[config.mk]
export PLATFORM = sky130hd
export DESIGN_NAME = clk_src_switch
export DESIGN_NICKNAME = d
export VERILOG_FILES = /design/src/rtl/clk_src_switch_pkg.sv /design/src/rtl/clksw_vsync_wait.sv /design/src/rtl/clksw_word_build.sv /design/src/rtl/clk_src_switch.sv
export SDC_FILE = /design/constraint.sdc
export NUM_CORES = 1
export LEC_CHECK = 0
export ABC_CLOCK_PERIOD_IN_PS = 2500
export CELL_PAD_IN_SITES_DETAIL_PLACEMENT = 2
export CELL_PAD_IN_SITES_GLOBAL_PLACEMENT = 2
export CORE_MARGIN = 8
export CORE_UTILIZATION = 34
export CTS_CLUSTER_SIZE = 16
export DETAILED_ROUTE_END_ITERATION = 8
export PLACE_DENSITY_LB_ADDON = 0.05
export SETUP_SLACK_MARGIN = 0.5
export SLEW_MARGIN = 20
export SYNTH_ARGS = -nofsm -noshare
export SYNTH_HDL_FRONTEND = slang
export SYNTH_SLANG_ARGS = --single-unit
export TNS_END_PERCENT = 1
[constraint.sdc]
create_clock -name clk -period 2.5 [get_ports clk]
set_clock_uncertainty 0.15 [all_clocks]
set_input_delay 0.25 -clock clk [delete_from_list [all_inputs] [get_ports clk]]
set_output_delay 0.25 -clock clk [all_outputs]
set_load 0.005 [all_outputs]
[src/rtl/clk_src_switch_pkg.sv]
package clk_src_switch_pkg;

    typedef enum logic [2:0] {
        SW_IDLE,
        SW_SEL_WR,
        SW_SETTLE_A,
        SW_FULL_WR,
        SW_SETTLE_B
    } sw_state_e;

    typedef enum logic [1:0] {
        VW_OFF,
        VW_SEEK_LOW,
        VW_SEEK_HIGH
    } vw_phase_e;

endpackage

[src/rtl/clksw_vsync_wait.sv]
module clksw_vsync_wait
    import clk_src_switch_pkg::*;
#(
    parameter int TIMEOUT = 10000
) (
    input  logic clk,
    input  logic rst_n,
    input  logic start,
    input  logic vsync,
    output logic fin
);
    localparam int CNT_W = $clog2(TIMEOUT + 1);
    localparam logic [CNT_W-1:0] LIMIT = CNT_W'(TIMEOUT - 1);

    typedef struct packed {
        vw_phase_e        phase;
        logic [CNT_W-1:0] cnt;
    } vw_regs_t;

    vw_regs_t r_q, r_d;

    always_comb begin
        r_d = r_q;
        fin = 1'b0;
        case (r_q.phase)
            VW_OFF: begin
                if (start) begin
                    r_d.phase = VW_SEEK_LOW;
                    r_d.cnt   = '0;
                end
            end
            VW_SEEK_LOW: begin
                if (!vsync || r_q.cnt == LIMIT) begin
                    r_d.phase = VW_SEEK_HIGH;
                    r_d.cnt   = '0;
                end else begin
                    r_d.cnt = r_q.cnt + 1'b1;
                end
            end
            VW_SEEK_HIGH: begin
                if (vsync || r_q.cnt == LIMIT) begin
                    fin       = 1'b1;
                    r_d.phase = VW_OFF;
                    r_d.cnt   = '0;
                end else begin
                    r_d.cnt = r_q.cnt + 1'b1;
                end
            end
            default: begin
                r_d.phase = VW_OFF;
                r_d.cnt   = '0;
            end
        endcase
    end

    always_ff @(posedge clk) begin
        if (!rst_n) begin
            r_q.phase <= VW_OFF;
            r_q.cnt   <= '0;
        end else begin
            r_q <= r_d;
        end
    end

endmodule

[src/rtl/clksw_word_build.sv]
module clksw_word_build #(
    parameter int DIV_W   = 2,
    parameter int SHIFT_W = 3
) (
    input  logic [DIV_W+SHIFT_W:0] held_word,
    input  logic                   new_sel,
    input  logic [DIV_W-1:0]       new_div,
    input  logic [SHIFT_W-1:0]     new_shift,
    input  logic                   full,
    output logic [DIV_W+SHIFT_W:0] word
);
    localparam int LOW_W = DIV_W + SHIFT_W;

    logic [LOW_W-1:0] low_part;

    always_comb begin
        if (full) begin
            low_part = {new_div, new_shift};
        end else begin
            low_part = held_word[LOW_W-1:0];
        end
        word = {new_sel, low_part};
    end

endmodule

[src/rtl/clk_src_switch.sv]
module clk_src_switch
    import clk_src_switch_pkg::*;
#(
    parameter int DIV_W   = 2,
    parameter int SHIFT_W = 3,
    parameter int TIMEOUT = 10000,
    parameter logic [DIV_W+SHIFT_W:0] RESET_WORD = '0
) (
    input  logic                   clk,
    input  logic                   rst_n,
    input  logic                   req_valid,
    output logic                   req_ready,
    input  logic                   req_sel,
    input  logic [DIV_W-1:0]       req_div,
    input  logic [SHIFT_W-1:0]     req_shift,
    input  logic                   vsync,
    output logic                   cfg_wr_en,
    output logic [DIV_W+SHIFT_W:0] cfg_wr_data,
    output logic                   busy,
    output logic                   done
);
    localparam int WORD_W = DIV_W + SHIFT_W + 1;

    typedef struct packed {
        sw_state_e          state;
        logic               sel;
        logic [DIV_W-1:0]   div;
        logic [SHIFT_W-1:0] shift;
        logic [WORD_W-1:0]  held;
        logic               done;
    } sw_regs_t;

    sw_regs_t r_q, r_d;

    logic              wait_start;
    logic              wait_fin;
    logic              full_phase;
    logic [WORD_W-1:0] built_word;

    assign full_phase = (r_q.state == SW_FULL_WR);

    clksw_word_build #(
        .DIV_W   (DIV_W),
        .SHIFT_W (SHIFT_W)
    ) u_build (
        .held_word (r_q.held),
        .new_sel   (r_q.sel),
        .new_div   (r_q.div),
        .new_shift (r_q.shift),
        .full      (full_phase),
        .word      (built_word)
    );

    clksw_vsync_wait #(
        .TIMEOUT (TIMEOUT)
    ) u_wait (
        .clk   (clk),
        .rst_n (rst_n),
        .start (wait_start),
        .vsync (vsync),
        .fin   (wait_fin)
    );

    always_comb begin
        r_d        = r_q;
        r_d.done   = 1'b0;
        cfg_wr_en  = 1'b0;
        wait_start = 1'b0;
        case (r_q.state)
            SW_IDLE: begin
                if (req_valid) begin
                    r_d.sel   = req_sel;
                    r_d.div   = req_div;
                    r_d.shift = req_shift;
                    r_d.state = SW_SEL_WR;
                end
            end
            SW_SEL_WR: begin
                cfg_wr_en  = 1'b1;
                wait_start = 1'b1;
                r_d.held   = built_word;
                r_d.state  = SW_SETTLE_A;
            end
            SW_SETTLE_A: begin
                if (wait_fin) begin
                    r_d.state = SW_FULL_WR;
                end
            end
            SW_FULL_WR: begin
                cfg_wr_en  = 1'b1;
                wait_start = 1'b1;
                r_d.held   = built_word;
                r_d.state  = SW_SETTLE_B;
            end
            SW_SETTLE_B: begin
                if (wait_fin) begin
                    r_d.done  = 1'b1;
                    r_d.state = SW_IDLE;
                end
            end
            default: begin
                r_d.state = SW_IDLE;
            end
        endcase
    end

    always_ff @(posedge clk) begin
        if (!rst_n) begin
            r_q.state <= SW_IDLE;
            r_q.sel   <= 1'b0;
            r_q.div   <= '0;
            r_q.shift <= '0;
            r_q.held  <= RESET_WORD;
            r_q.done  <= 1'b0;
        end else begin
            r_q <= r_d;
        end
    end

    assign cfg_wr_data = built_word;
    assign req_ready   = (r_q.state == SW_IDLE);
    assign busy        = (r_q.state != SW_IDLE);
    assign done        = r_q.done;

endmodule

# == Word-level counts from Yosys, hierarchy flattened ==
# Index checks and enable logic that the tools add are counted.
# totals
input_bits,10
register_bits,31
# op_classes
addsub,1
n_eq_ne,13
muxes,15
n_reduce_logical,11
# ops
op,n
one-hot mux 16 bit (3 select lines),1
two-way mux 14 bit,2
two-way mux 16 bit,1
one-hot mux 3 bit (5 select lines),1
adder 14 x 1 -> 14 bit (second input constant),1
equality test 14 bit (second input constant),1
two-way mux 9 bit,1
!= test 2 x 1 -> 1 bit (second input constant),4
equality test 3 x 2 -> 1 bit (second input constant),2
two-way mux 3 bit,2
AND reduction 3 bit,2
two-way mux 5 bit,1
two-way mux 1 bit,4
two-way mux 2 bit,2
!= test 2 bit (second input constant),2
AND reduction 2 bit,2
equality test 3 x 1 -> 1 bit (second input constant),1
equality test 3 bit (second input constant),1
logical NOT 3 bit,1
nonzero test 3 bit,1
equality test 2 x 1 -> 1 bit (second input constant),1
equality test 2 bit (second input constant),1
logical NOT 2 bit,1
logical OR 1 bit,2
other kinds (2),2

# == Longest topological paths before layout ==
# Gate-level depths: netlist of run 1.
# depth
ltp_word,6
depth_mapped,7
depth_no_buf,5

# == Cells and area by module ==
# From an unflattened synthesis of run 1, not the netlist that was laid out.
# hier_totals
cells_unflattened,169
area_unflattened_um2,1597.8
# modules_own_cells
module,area_per_inst_um2,cells_each,instances,seq_area_each_um2
clksw_vsync_wait,837.1,97,1,320.3
clk_src_switch,696.9,66,1,320.3
clksw_word_build,63.8,6,1,0.0

# == Worst setup path after synthesis of run 1 ==
# No wires, ideal clock.
# synth_path
path_type,register to register
startpoint,reg u_wait.r_q[0] (netlist bit)
endpoint,reg u_wait.r_q[2] (netlist bit)
synth_period_minus_slack_ps,1924
setup_time_ps,140
setup_slack_ps,576
required_ps,2210
arrival_ps,1634
stages_incl_launch_ff,8
n_path_buf,2
cell_sequence,dfxtp_1 ha_1 nand4_1 or4_1 buf_6 a21oi_4 buf_6 nor3_2
# synth_between
elab_chain_len,4
elab_cells_between_ends,7
cone_classes,add/sub: 1; eq/ne: 1; mux: 3; reduce/logical: 2
# synth_rtl
element,line_no,text
start: declaration,clksw_vsync_wait.sv:20,"vw_regs_t r_q, r_d;"
start signal: assignment,clksw_vsync_wait.sv:61,r_q <= r_d;
branches (longest 3 deep; another with adder 14 x 1 -> 14 bit),n/a,
one-hot mux 16 bit (3 select lines) *,clksw_vsync_wait.sv:25,case (r_q.phase)
# Mark *: on every way between the ends.
# A chain may end at the register's enable or synchronous reset.

# == Worst setup path after layout of run 1 ==
# layout_path
startpoint,reg r_q[15] (netlist bit)
endpoint,out cfg_wr_data[2]
# layout_between
elab_chain_len,2
# layout_rtl
element,line_no,text
start: declaration,clk_src_switch.sv:33,"sw_regs_t r_q, r_d;"
start signal: assignment,clk_src_switch.sv:116,r_q <= r_d;
equality test 3 x 2 -> 1 bit,clk_src_switch.sv:40,assign full_phase = (r_q.state == SW_FULL_WR);
two-way mux 5 bit,clksw_word_build.sv:17,if (full) begin
end: declaration,clk_src_switch.sv:18,"output logic [DIV_W+SHIFT_W:0] cfg_wr_data,"
# No other way between the ends.

==> results of run 1 <==
==> synthesized netlist by cell type, types with 3 or more instances <==
cell,number,area share
nand2_1,7,0.018
dfxtp_1,31,0.42
inv_1,4,0.010
nor2_1,12,0.030
xor2_1,3,0.018
nand2b_1,3,0.013
or3_1,5,0.021
and2_1,7,0.029
o21ai_0,5,0.017
nand3_1,5,0.017
a211oi_2,5,0.042
or4_1,3,0.015
a21oi_1,3,0.010
mux2_1,5,0.038
xnor2_1,3,0.018
mux2i_1,7,0.047
nor3_2,5,0.033
==> sequential cells by signal (all words and copies together), names as in the netlist <==
register	cells
u_wait.r_q	16
r_q	14
done	1
==> final timing paths <==
| path | to | slack [ns] | startpoint |
|---|---|---|---|
| min | r_q[7] | 0.35 | r_q[7] |
| max | cfg_wr_data[2] | 0.34 | r_q[15] |
| min reg2reg | r_q[7] | 0.35 | r_q[7] |
| max reg2reg | u_wait.r_q[6] | 0.38 | u_wait.r_q[0] |
==> worst reg2reg max path: stages, from the launching register on <==
cell and delay (ns):
dfxtp_1 0.39, ha_1 0.26, nand4_1 0.16, or4_4 0.59
a21oi_4 0.14, buf_4 0.24, a211oi_1 0.08
==> through the flow <==
step | hold WS [ns] | total power [uW] | util | setup WS (ns) | std cells
after floorplan | 0.2177 | 609.2 | - | 0.5764 | 154
after global placement | 0.3140 | 658.4 | 0.4071 | 0.3624 | 224
final | 0.3473 | 1049 | 0.4347 | 0.3422 | 233
after global routing | 0.3879 | 1098 | 0.4347 | 0.2693 | 233
after CTS | 0.3560 | 1063 | 0.4341 | 0.3314 | 233
after detailed placement | 0.3456 | 665.7 | 0.4071 | 0.2390 | 224
==> cell families after synthesis <==
logic type,Yosys count,share of synthesized area
buffers and inverters,12,0.04435
muxes,12,0.08452
adders and majority gates,1,0.008367
and+or+nand+nor,63,0.2536
AOI/OAI and AO/OA,29,0.1590
DFF,31,0.4151
xor gates and xnor gates,6,0.03515
==> power groups by stage <==
| stage | combinational (uW) | sequential (uW) | clock (uW) |
|---|---|---|---|
| global route | 150 | 525 | 423 |
| global placement | 127 | 531 | 0 |
| detailed placement | 133 | 532 | 0 |
| finish | 136 | 523 | 390 |
| CTS | 140 | 523 | 400 |
| floorplan | 81.3 | 528 | 0 |
==> metal layers <==
| metal | track usage | vias to the layer above | part of all wire |
|---|---|---|---|
| met5 | 0 | - | 0 |
| met4 | 0.05263 | 0 | 0.016 |
| met3 | 0.04437 | 8 | 0.046 |
| met2 | 0.2404 | 21 | 0.53 |
| met1 | 0.1337 | 618 | 0.41 |
| li1 | - | 607 | - |
==> placed cells by master, fill, tap and decap left out, types with 2 or more instances in the layout <==
master	n
dfxtp_1	29
clkdlybuf4s50_1	17
nor2_1	12
mux2i_1	7
and2_1	7
buf_4	7
nand2_1	6
or3_1	5
o21ai_0	5
a211oi_2	5
nand3_1	5
nor3_2	5
clkbuf_8	5
inv_1	4
nand2b_1	3
a21oi_1	3
xnor2_1	3
xor2_1	3
mux2_4	2
mux2_1	2
nor3_1	2
or2_1	2
nand4b_1	2
nand4_1	2
nand3b_1	2
a31oi_1	2
o31ai_1	2
or4_1	2
o211ai_1	2
a211oi_1	2
clkbuf_1	2
dfxtp_2	2
==> what timing repair did <==
action	CTS	global route
setup endpoints to repair	23	24
setup buffers	1	0
gates cloned	0	0
resized for setup	10	2
hold buffers	0	0
==> final cells by class <==
class | instances | area, um^2 | area share
clock buffers | 7 | 76.32 | 0.04088
inverters | 5 | 21.27 | 0.01139
repair buffers | 26 | 244.0 | 0.1307
well taps | 52 | 65.06 | 0.03485
clock inverters | 1 | 5.005 | 0.002681
flip-flops and latches | 31 | 623.1 | 0.3338
multi-input cells | 111 | 832.0 | 0.4457
==> flow_summary_export.csv, run 1 <==
group,metric,value,unit
logic_synthesis,synth.distinct_cells,46,
placement,io_buffers,19,
power,internal_power,767.5,uW
clock_network,cts_tree,"built",
die,dieArea,6776,um^2
die,rows,24,
cells_and_area,drive_gt1_frac,0.1934,
placement,hpwl,2.980,mm
route,drtAntennaViolNets,0,
worst_setup_path,cp-end-kind,"primary output",
timing,drv_slew,0,
die,dieWidth,82.32,um
clock_network,cts_made_buffers,5,
global_routing,first_global_vias,1434,
worst_setup_path,path_delay_family,"buffers and inverters",
power,clkPwrFrac,0.371,
die,coreArea,4294,um^2
die,initial_utilization,0.3482,
power,p_leak,0.0006963,uW
route,via_per_inst,5.382,
global_routing,antenna_found_initial,0,
timing,setup_violations,0,
logic_synthesis,ys_ff_latch,31,
cells_and_area,syn_to_final_growth,24.85,%
power,pwr-share-comb,0.130,
cells_and_area,n_antenna_cell,0,
worst_setup_path,slowest_delay,0.45,ns
power,seqPwrFrac,0.499,
timing,worst_slew_pin_slew,0.5172,ns
worst_setup_path,cp-start-kind,"register",
route,first_pass_iters,4,
timing,slew_headroom,0.6539,
logic_synthesis,synth-edff-count,0,
worst_setup_path,cp.arrival,1.76,ns
worst_setup_path,r2r_cells,6,
worst_setup_path,worstSetupPathType,"reg -> out",
worst_setup_path,crit_fanout,6,
clock_network,cts_htree_levels,2,
logic_synthesis,avgSynthCellArea,9.709,um^2
worst_setup_path,required,2.10,ns
logic_synthesis,synth_cells,154,
route,wl_per_cell,17.34,um
logic_synthesis,synth_flop_cell,"dfxtp_1",
route,drt_wl_total,4.040,mm
worst_setup_path,worst-path-buf-inv,2,
placement,gp_congestion,0.7778,
die,io_pins,20,
logic_synthesis,seq_area_frac_synth,0.4151,
clock_network,clk_pin_slew,0.06,ns
cells_and_area,finish.instance_area,1867,um^2
timing,rsz0062_at_grt,"yes",
job,drv_cap,0,
clock_network,clock-sinks,31,
worst_setup_path,crit_chain,"nand2b_4, inv_4, nand2_4, mux2_2, clkdlybuf4s50_1",
worst_setup_path,slowest_stage,"clkdlybuf4s50_1",
power,p_switching,281.8,uW
global_routing,overflow,0,
worst_setup_path,worst-path-stages,5,
route,route.detailed.drc,0,
logic_synthesis,yosys_warnings,0,
clock_network,cts_root_buf,"clkbuf_8",
timing,fin_crit_sh,0.8631,
power,swShare,0.2686,
timing,fmax,463.4,MHz
route,drtIter0Drc,47,
outcome,outcome,"completed",
cells_and_area,fillers,448,
die,die_h,82.32,um
logic_synthesis,synth_fp_nets,165,
cells_and_area,final_nets,191,
global_routing,grt_pass1_wl,6.748,mm
global_routing,grt_max_degree,23,
placement,place_area,1748,um^2
timing,hold_violations,0,
logic_synthesis,netlist_area,1495,um^2
power,powerDensity,562.1,nW/um^2
timing,fin_crit,2.158,ns
clock_network,clkLatencyLatePin,0.29,ns
min_path,min_path_type,"reg -> reg",
power,ir_worst_vdd,0.0002836,V
route,vias,1254,
clock_network,cts_buffer_depth,2,
timing,tns,0,ns
global_routing,grt_usage,0.1315,
logic_synthesis,async_flop_share,0,
min_path,min_path_cells,2,
Note: power is estimated with default switching activity, not from simulation.
==> inputs of run 2 (changes only) <==
--- a/config.mk
+++ b/config.mk
@@ -5,11 +5,12 @@
 export SDC_FILE = /design/constraint.sdc
 export NUM_CORES = 1
 export LEC_CHECK = 0
+export ABC_AREA = 1
 export ABC_CLOCK_PERIOD_IN_PS = 2500
 export CELL_PAD_IN_SITES_DETAIL_PLACEMENT = 2
 export CELL_PAD_IN_SITES_GLOBAL_PLACEMENT = 2
 export CORE_MARGIN = 8
-export CORE_UTILIZATION = 34
+export CORE_UTILIZATION = 29
 export CTS_CLUSTER_SIZE = 16
 export DETAILED_ROUTE_END_ITERATION = 8
 export PLACE_DENSITY_LB_ADDON = 0.05
==> run 2 against run 1 <==
Synthesized cell count is 50% higher. Maximum frequency is 7.0% higher. Sequential cell count stayed put. Combinational power grew to 3.1 times the previous value. Routed wire length is 10% higher. Core utilization is 5.8 points lower. Worst setup slack better by 0.14 ns. Synthesized area is 2.0% higher. Sequential power is 9.8% higher.
==> flow_summary_export.csv, run 2 <==
group,metric,value,unit
timing,setup_violations,0,
worst_setup_path,cp-end-kind,"primary output",
global_routing,first_global_vias,1654,
clock_network,cts_buffer_depth,2,
die,dieWidth,88.52,um
cells_and_area,largest-register,"u_wait.r_q",
worst_setup_path,worstSetupPathType,"reg -> out",
power,ir_worst_vdd,0.0003646,V
cells_and_area,reg.largest.list,"u_wait.r_q: 16 flops, r_q: 14 flops, done: 1 flops",
logic_synthesis,synth_top_area_frac,0.4069,
placement,gp_congestion,0.7409,
power,p_leak,0.0008405,uW
cells_and_area,final_core_util,0.3763,
logic_synthesis,yosys_warnings,0,
clock_network,hold_buffers,0,
worst_setup_path,crit_chain,"inv_1, nand2_2, inv_4, nand2_4, nand2_1, o21ai_2, inv_1, clkdlybuf4s50_1",
clock_network,clkLatencyLatePin,0.28,ns
logic_synthesis,synth.distinct_cells,26,
worst_setup_path,crit_top_cell,"inv_1",
clock_network,cts_root_buf,"clkbuf_8",
cells_and_area,multi_input_area,774.5,um^2
min_path,min_path_cells,2,
timing,worst_slew_pin_slew,0.3368,ns
cells_and_area,syn_to_final_growth,26.00,%
logic_synthesis,post-synth-top-area-cell,"dfxtp_1",
worst_setup_path,path_delay_family,"buffers and inverters",
clock_network,clock-sinks,31,
route,vias,1488,
worst_setup_path,slowest_delay,0.49,ns
logic_synthesis,avgSynthCellArea,6.603,um^2
logic_synthesis,synth_cells,231,
global_routing,grt_pass1_wl,7.659,mm
min_path,min_path_type,"reg -> reg",
logic_synthesis,seq_area_frac_synth,0.4069,
placement,io_buffers,19,
clock_network,cts_htree_levels,2,
cells_and_area,largest_reg_flops,16,
placement,hpwl,3.366,mm
timing,tns,0,ns
outcome,outcome,"completed",
timing,fmax,496.0,MHz
die,io_pins,20,
worst_setup_path,cp.arrival,1.62,ns
logic_synthesis,netlist_top_cells_count,"nand2_1 (57), inv_1 (35), nor2_1 (33)",
logic_synthesis,async_flop_share,0,
cells_and_area,n_antenna_cell,0,
worst_setup_path,r2r_end,"u_wait.r_q[11]",
worst_setup_path,r2r_slack,0.77,ns
logic_synthesis,synth_fp_nets,242,
worst_setup_path,worst-path-buf-inv,4,
die,die_h,88.52,um
global_routing,grt_max_degree,18,
route,wl_per_cell,13.64,um
worst_setup_path,r2r_cells,8,
cells_and_area,finish.instance_area,1922,um^2
route,route.detailed.drc,0,
logic_synthesis,ys_ff_latch,31,
clock_network,clk_pin_slew,0.07,ns
cells_and_area,layout_commonest_cell,"nand2_1",
die,dieArea,7836,um^2
global_routing,antenna_found_initial,0,
cells_and_area,final_cell_mix,"nand2_1 (55), inv_1 (34), nor2_1 (33)",
logic_synthesis,synth_flop_cell,"dfxtp_1",
power,power.total,1374,uW
route,drt_wl_total,4.461,mm
worst_setup_path,crit_fanout,6,
timing,drv_slew,0,
global_routing,overflow,0,
worst_setup_path,worstReg2RegStart,"u_wait.r_q[0]",
logic_synthesis,synth.most_common_cell,"nand2_1",
timing,slew_headroom,0.7746,
global_routing,grt_usage,0.1275,
die,rows,26,
route,via_per_inst,4.550,
min_path,whs_endpoint,"r_q[12]",
route,drtIter0Drc,37,
timing,hold_ws,0.3145,ns
logic_synthesis,synth.area.top_cells,"dfxtp_1 (41%), nand2_1 (14%), inv_1 (8.6%)",
clock_network,cts_made_buffers,5,
clock_network,cts_tree,"built",
logic_synthesis,netlist_area,1525,um^2
logic_synthesis,synth-edff-count,0,
route,drtAntennaViolNets,0,
power,powerDensity,715.0,nW/um^2
die,coreArea,5107,um^2
cells_and_area,regArea,621.8,um^2
timing,fin_crit_sh,0.8065,
timing,fin_crit,2.016,ns
cells_and_area,final_nets,267,
cells_and_area,drive_gt1_frac,0.1051,
worst_setup_path,cp-start-kind,"register",
timing,hold_violations,0,
route,first_pass_iters,3,
cells_and_area,fillers,642,
worst_setup_path,required,2.10,ns
timing,rsz0062_at_grt,"yes",
job,drv_cap,0,
die,initial_utilization,0.2986,
min_path,min_from,"r_q[12]",
placement,place_area,1790,um^2
worst_setup_path,slowest_stage,"clkdlybuf4s50_1",
run 2: repair_timing:
| item | CTS | global route |
|---|---|---|
| setup buffers | 1 | 0 |
| pin swaps | 0 | 1 |
| endpoints found under the setup margin | 6 | 6 |
| resized for setup | 12 | 7 |
| cloned | 1 | 0 |
run 2: stage by stage:
step / setup WS (ns) / std cells
finish: 0.4838 / 327
CTS: 0.4404 / 327
global route: 0.3569 / 327
detailed placement: 0.4687 / 317
floorplan: 1.009 / 231
global placement: 0.5327 / 317
run 2: final cells by class:
cell class                 instances  share of cell area
multi-input combinational        158              0.4030
sequential                        31              0.3236
timing repair buffer              21              0.1074
inverter                          39             0.07813
tap                               70             0.04557
clock buffer                       7             0.03971
clock inverter                     1            0.002604
run 2: cells by family after synthesis:
group	after synthesis	synth area share
AND/OR/NAND/NOR	122	0.3429
buffers and inverters	43	0.1091
flip-flops	31	0.4069
AO/OA/AOI/OAI	29	0.1042
XOR/XNOR	5	0.02871
adder cells (fa/ha/maj)	1	0.008202
run 2: per-layer routing:
metal	GRT usage	share of wire
met5	0	0
met4	0.04608	0.0099
met3	0.03900	0.043
met2	0.2281	0.52
met1	0.1374	0.43
run 2: worst max path at each step:
stage,startpoint,slack (ns),depth (start not counted),endpoint
global route,r_q[15],0.36,8,cfg_wr_data[1]
detailed placement,r_q[15],0.47,8,cfg_wr_data[4]
floorplan,u_wait.r_q[0],1.01,8,u_wait.r_q[10]
global placement,r_q[15],0.53,7,cfg_wr_data[1]
finish,r_q[15],0.48,8,cfg_wr_data[1]
CTS,r_q[14],0.44,4,req_ready
run 2: report_power, final:
group / total, uW / switching, uW / leakage [uW] / internal (uW)
Combinational: 421 / 258 / 0.000546 / 164
Sequential: 574 / 35.7 / 0.000252 / 538
Clock: 379 / 184 / 0.0000422 / 195
Total: 1370 / 477 / 0.000841 / 897
run 2: worst register-to-register path: stages, from the launching register on:
cell     delay, ns
dfxtp_1       0.36
ha_1          0.22
nand2_1       0.09
nor2_1        0.09
nand3_1       0.08
nor2_2        0.16
nor2_4        0.08
o21ai_4       0.30
nor2_1        0.07
==> inputs of run 3 (changes only) <==
--- a/config.mk
+++ b/config.mk
@@ -6,7 +6,7 @@
 export NUM_CORES = 1
 export LEC_CHECK = 0
 export ABC_AREA = 1
-export ABC_CLOCK_PERIOD_IN_PS = 2500
+export ABC_CLOCK_PERIOD_IN_PS = 1900
 export CELL_PAD_IN_SITES_DETAIL_PLACEMENT = 2
 export CELL_PAD_IN_SITES_GLOBAL_PLACEMENT = 2
 export CORE_MARGIN = 8
==> constraint.sdc (replaced) <==
create_clock -name clk -period 1.9 [get_ports clk]
set_clock_uncertainty 0.15 [all_clocks]
set_input_delay 0.19 -clock clk [delete_from_list [all_inputs] [get_ports clk]]
set_output_delay 0.19 -clock clk [all_outputs]
set_load 0.005 [all_outputs]
==> run 3 against run 2 <==
Total power is 42% higher. Worst setup slack worse by 0.24 ns. Routed wire length is 11% higher. Via count is 5.6% higher. Design area is 10% higher. Clock-buffer cell count stayed put. Highest routed layer unchanged. Sequential cell count stayed put. Sequential share of layout area is 2.6 points lower.
==> flow_summary_export.csv, run 3 (synthesis gave the netlist of run 2 again) <==
group,metric,value,unit
outcome,outcome,"completed",
clock_network,cts_buffer_depth,2,
power,seqPwrFrac,0.394,
global_routing,grt_usage,0.1365,
cells_and_area,drive_gt1_frac,0.1985,
die,die_h,88.52,um
cells_and_area,finish.instance_area,2116,um^2
worst_setup_path,cp-end-kind,"primary output",
route,drt_wl_total,4.955,mm
clock_network,cts_root_buf,"clkbuf_8",
route,vias,1571,
cells_and_area,final_nets,282,
power,clkPwrFrac,0.264,
power,swShare,0.3561,
timing,fin_ws,0.2393,ns
placement,place_area,1843,um^2
worst_setup_path,worstReg2RegStart,"r_q[14]",
timing,fmax,602.1,MHz
worst_setup_path,startpoint,"r_q[15]",
power,ir_worst_vdd,0.0004117,V
route,wl_per_cell,14.49,um
die,rows,26,
timing,drv_slew,0,
cells_and_area,final_cell_mix,"nand2_1 (52), inv_1 (33), nor2_1 (32)",
timing,slew_headroom,0.7712,
power,powerDensity,923.9,nW/um^2
worst_setup_path,cp.arrival,1.32,ns
timing,rsz0062_at_grt,"yes",
cells_and_area,n_antenna_cell,0,
clock_network,hold_buffers,0,
timing,setup_violations,0,
route,drtIter0Drc,93,
placement,preCtsSetupSlack,-0.01558,ns
clock_network,clock-sinks,31,
power,pwr-share-comb,0.342,
worst_setup_path,cp-start-kind,"register",
min_path,min_path_type,"in -> reg",
power,p_switching,696.2,uW
route,route.detailed.drc,0,
min_path,min_from,"req_div[1]",
clock_network,clkLatencyLatePin,0.29,ns
route,via_per_inst,4.594,
die,initial_utilization,0.2986,
route,first_pass_iters,2,
power,internal_power,1259,uW
global_routing,overflow,0,
route,drtAntennaViolNets,0,
die,dieWidth,88.52,um
clock_network,cts_tree,"built",
worst_setup_path,worstSetupPathType,"reg -> out",
cells_and_area,syn_to_final_growth,38.72,%
global_routing,antenna_found_initial,0,
cells_and_area,final_core_util,0.4143,
die,coreArea,5107,um^2
placement,hpwl,3.472,mm
power,p_leak,0.0009008,uW
global_routing,first_global_vias,1774,
global_routing,grt_pass1_wl,8.128,mm
clock_network,cts_htree_levels,2,
timing,worst_slew_pin_slew,0.3405,ns
timing,hold_violations,0,
cells_and_area,largest_reg_flops,16,
worst_setup_path,required,1.56,ns
job,drv_cap,0,
cells_and_area,reg.largest.list,"u_wait.r_q: 16 flops, r_q: 14 flops, done: 1 flops",
power,power.total,1955,uW
cells_and_area,largest-register,"u_wait.r_q",
timing,fin_crit_sh,0.8741,
die,io_pins,20,
worst_setup_path,crit_fanout,5,
placement,io_buffers,19,
cells_and_area,layout_commonest_cell,"nand2_1",
clock_network,clk_pin_slew,0.07,ns
global_routing,grt_max_degree,15,
placement,gp_congestion,0.7409,
min_path,min_path_cells,3,
cells_and_area,instances_no_fill,342,
clock_network,cts_made_buffers,5,
timing,fin_crit,1.661,ns
placement,dp.cells,322,
worst_setup_path,r2r_cells,8,
die,dieArea,7836,um^2
## run 3: changes by cell type in the layout (fill, tap and decap cells not counted), sizes merged
| cell | delta |
|---|---|
| dlymetal6s2s | -1 |
| dlygate4sd2 | +2 |
| clkdlybuf4s15 | +3 |
| buf | +17 |
| clkdlybuf4s50 | -6 |
## run 3: routing by layer
metal / routed length [um] / part of all wire / vias up / GRT usage
li1: - / - / 796 / -
met1: 2119 / 0.43 / 749 / 0.1418
met2: 2555 / 0.52 / 20 / 0.2458
met3: 217 / 0.044 / 6 / 0.04271
met4: 61 / 0.012 / 0 / 0.05991
met5: 0 / 0 / - / 0
## run 3: worst paths after layout
path | endpoint | slack (ns)
max | cfg_wr_data[4] | 0.24
min | r_q[11] | 0.33
max reg2reg | r_q[12] | 0.29
min reg2reg | u_wait.r_q[1] | 0.35
## run 3: power by group through the flow
stage	clock, uW	combinational [uW]	sequential [uW]
5_1_grt	567	740	778
6_report	516	668	770
3_3_place_gp	0	549	754
2_1_floorplan	0	292	747
3_5_place_dp	0	557	756
4_1_cts	540	594	758
## run 3: repair_timing
action | CTS | global route
setup buffers | 8 | 3
gates resized for setup | 38 | 13
endpoints found under the setup margin | 34 | 37
cloned | 1 | 0
pin swaps | 6 | 4
## run 3: critical path: stages, from the launching register on
cell and delay [ns]:
dfxtp_2 0.33, inv_2 0.07, nand2_4 0.06, inv_6 0.08
nand2_8 0.07, buf_6 0.13, o21ai_4 0.11, inv_1 0.05
buf_2 0.12
## run 3: area by class of cell
class	instances	area, um^2
Multi-Input combinational cell	158	842.1
Tap cell	70	87.58
Clock buffer	7	76.32
Timing Repair Buffer	36	324.1
Clock inverter	1	5.005
Inverter	39	151.4
Sequential cell	31	629.4
Fill cell	628	2992
## run 3: metrics by stage
step | hold WS [ns] | setup TNS (ns)
finish | 0.3334 | 0
global route | 0.3643 | 0
CTS | 0.3224 | 0
detailed placement | 0.3088 | -0.02534
global placement | 0.3023 | 0
floorplan | 0.1628 | 0
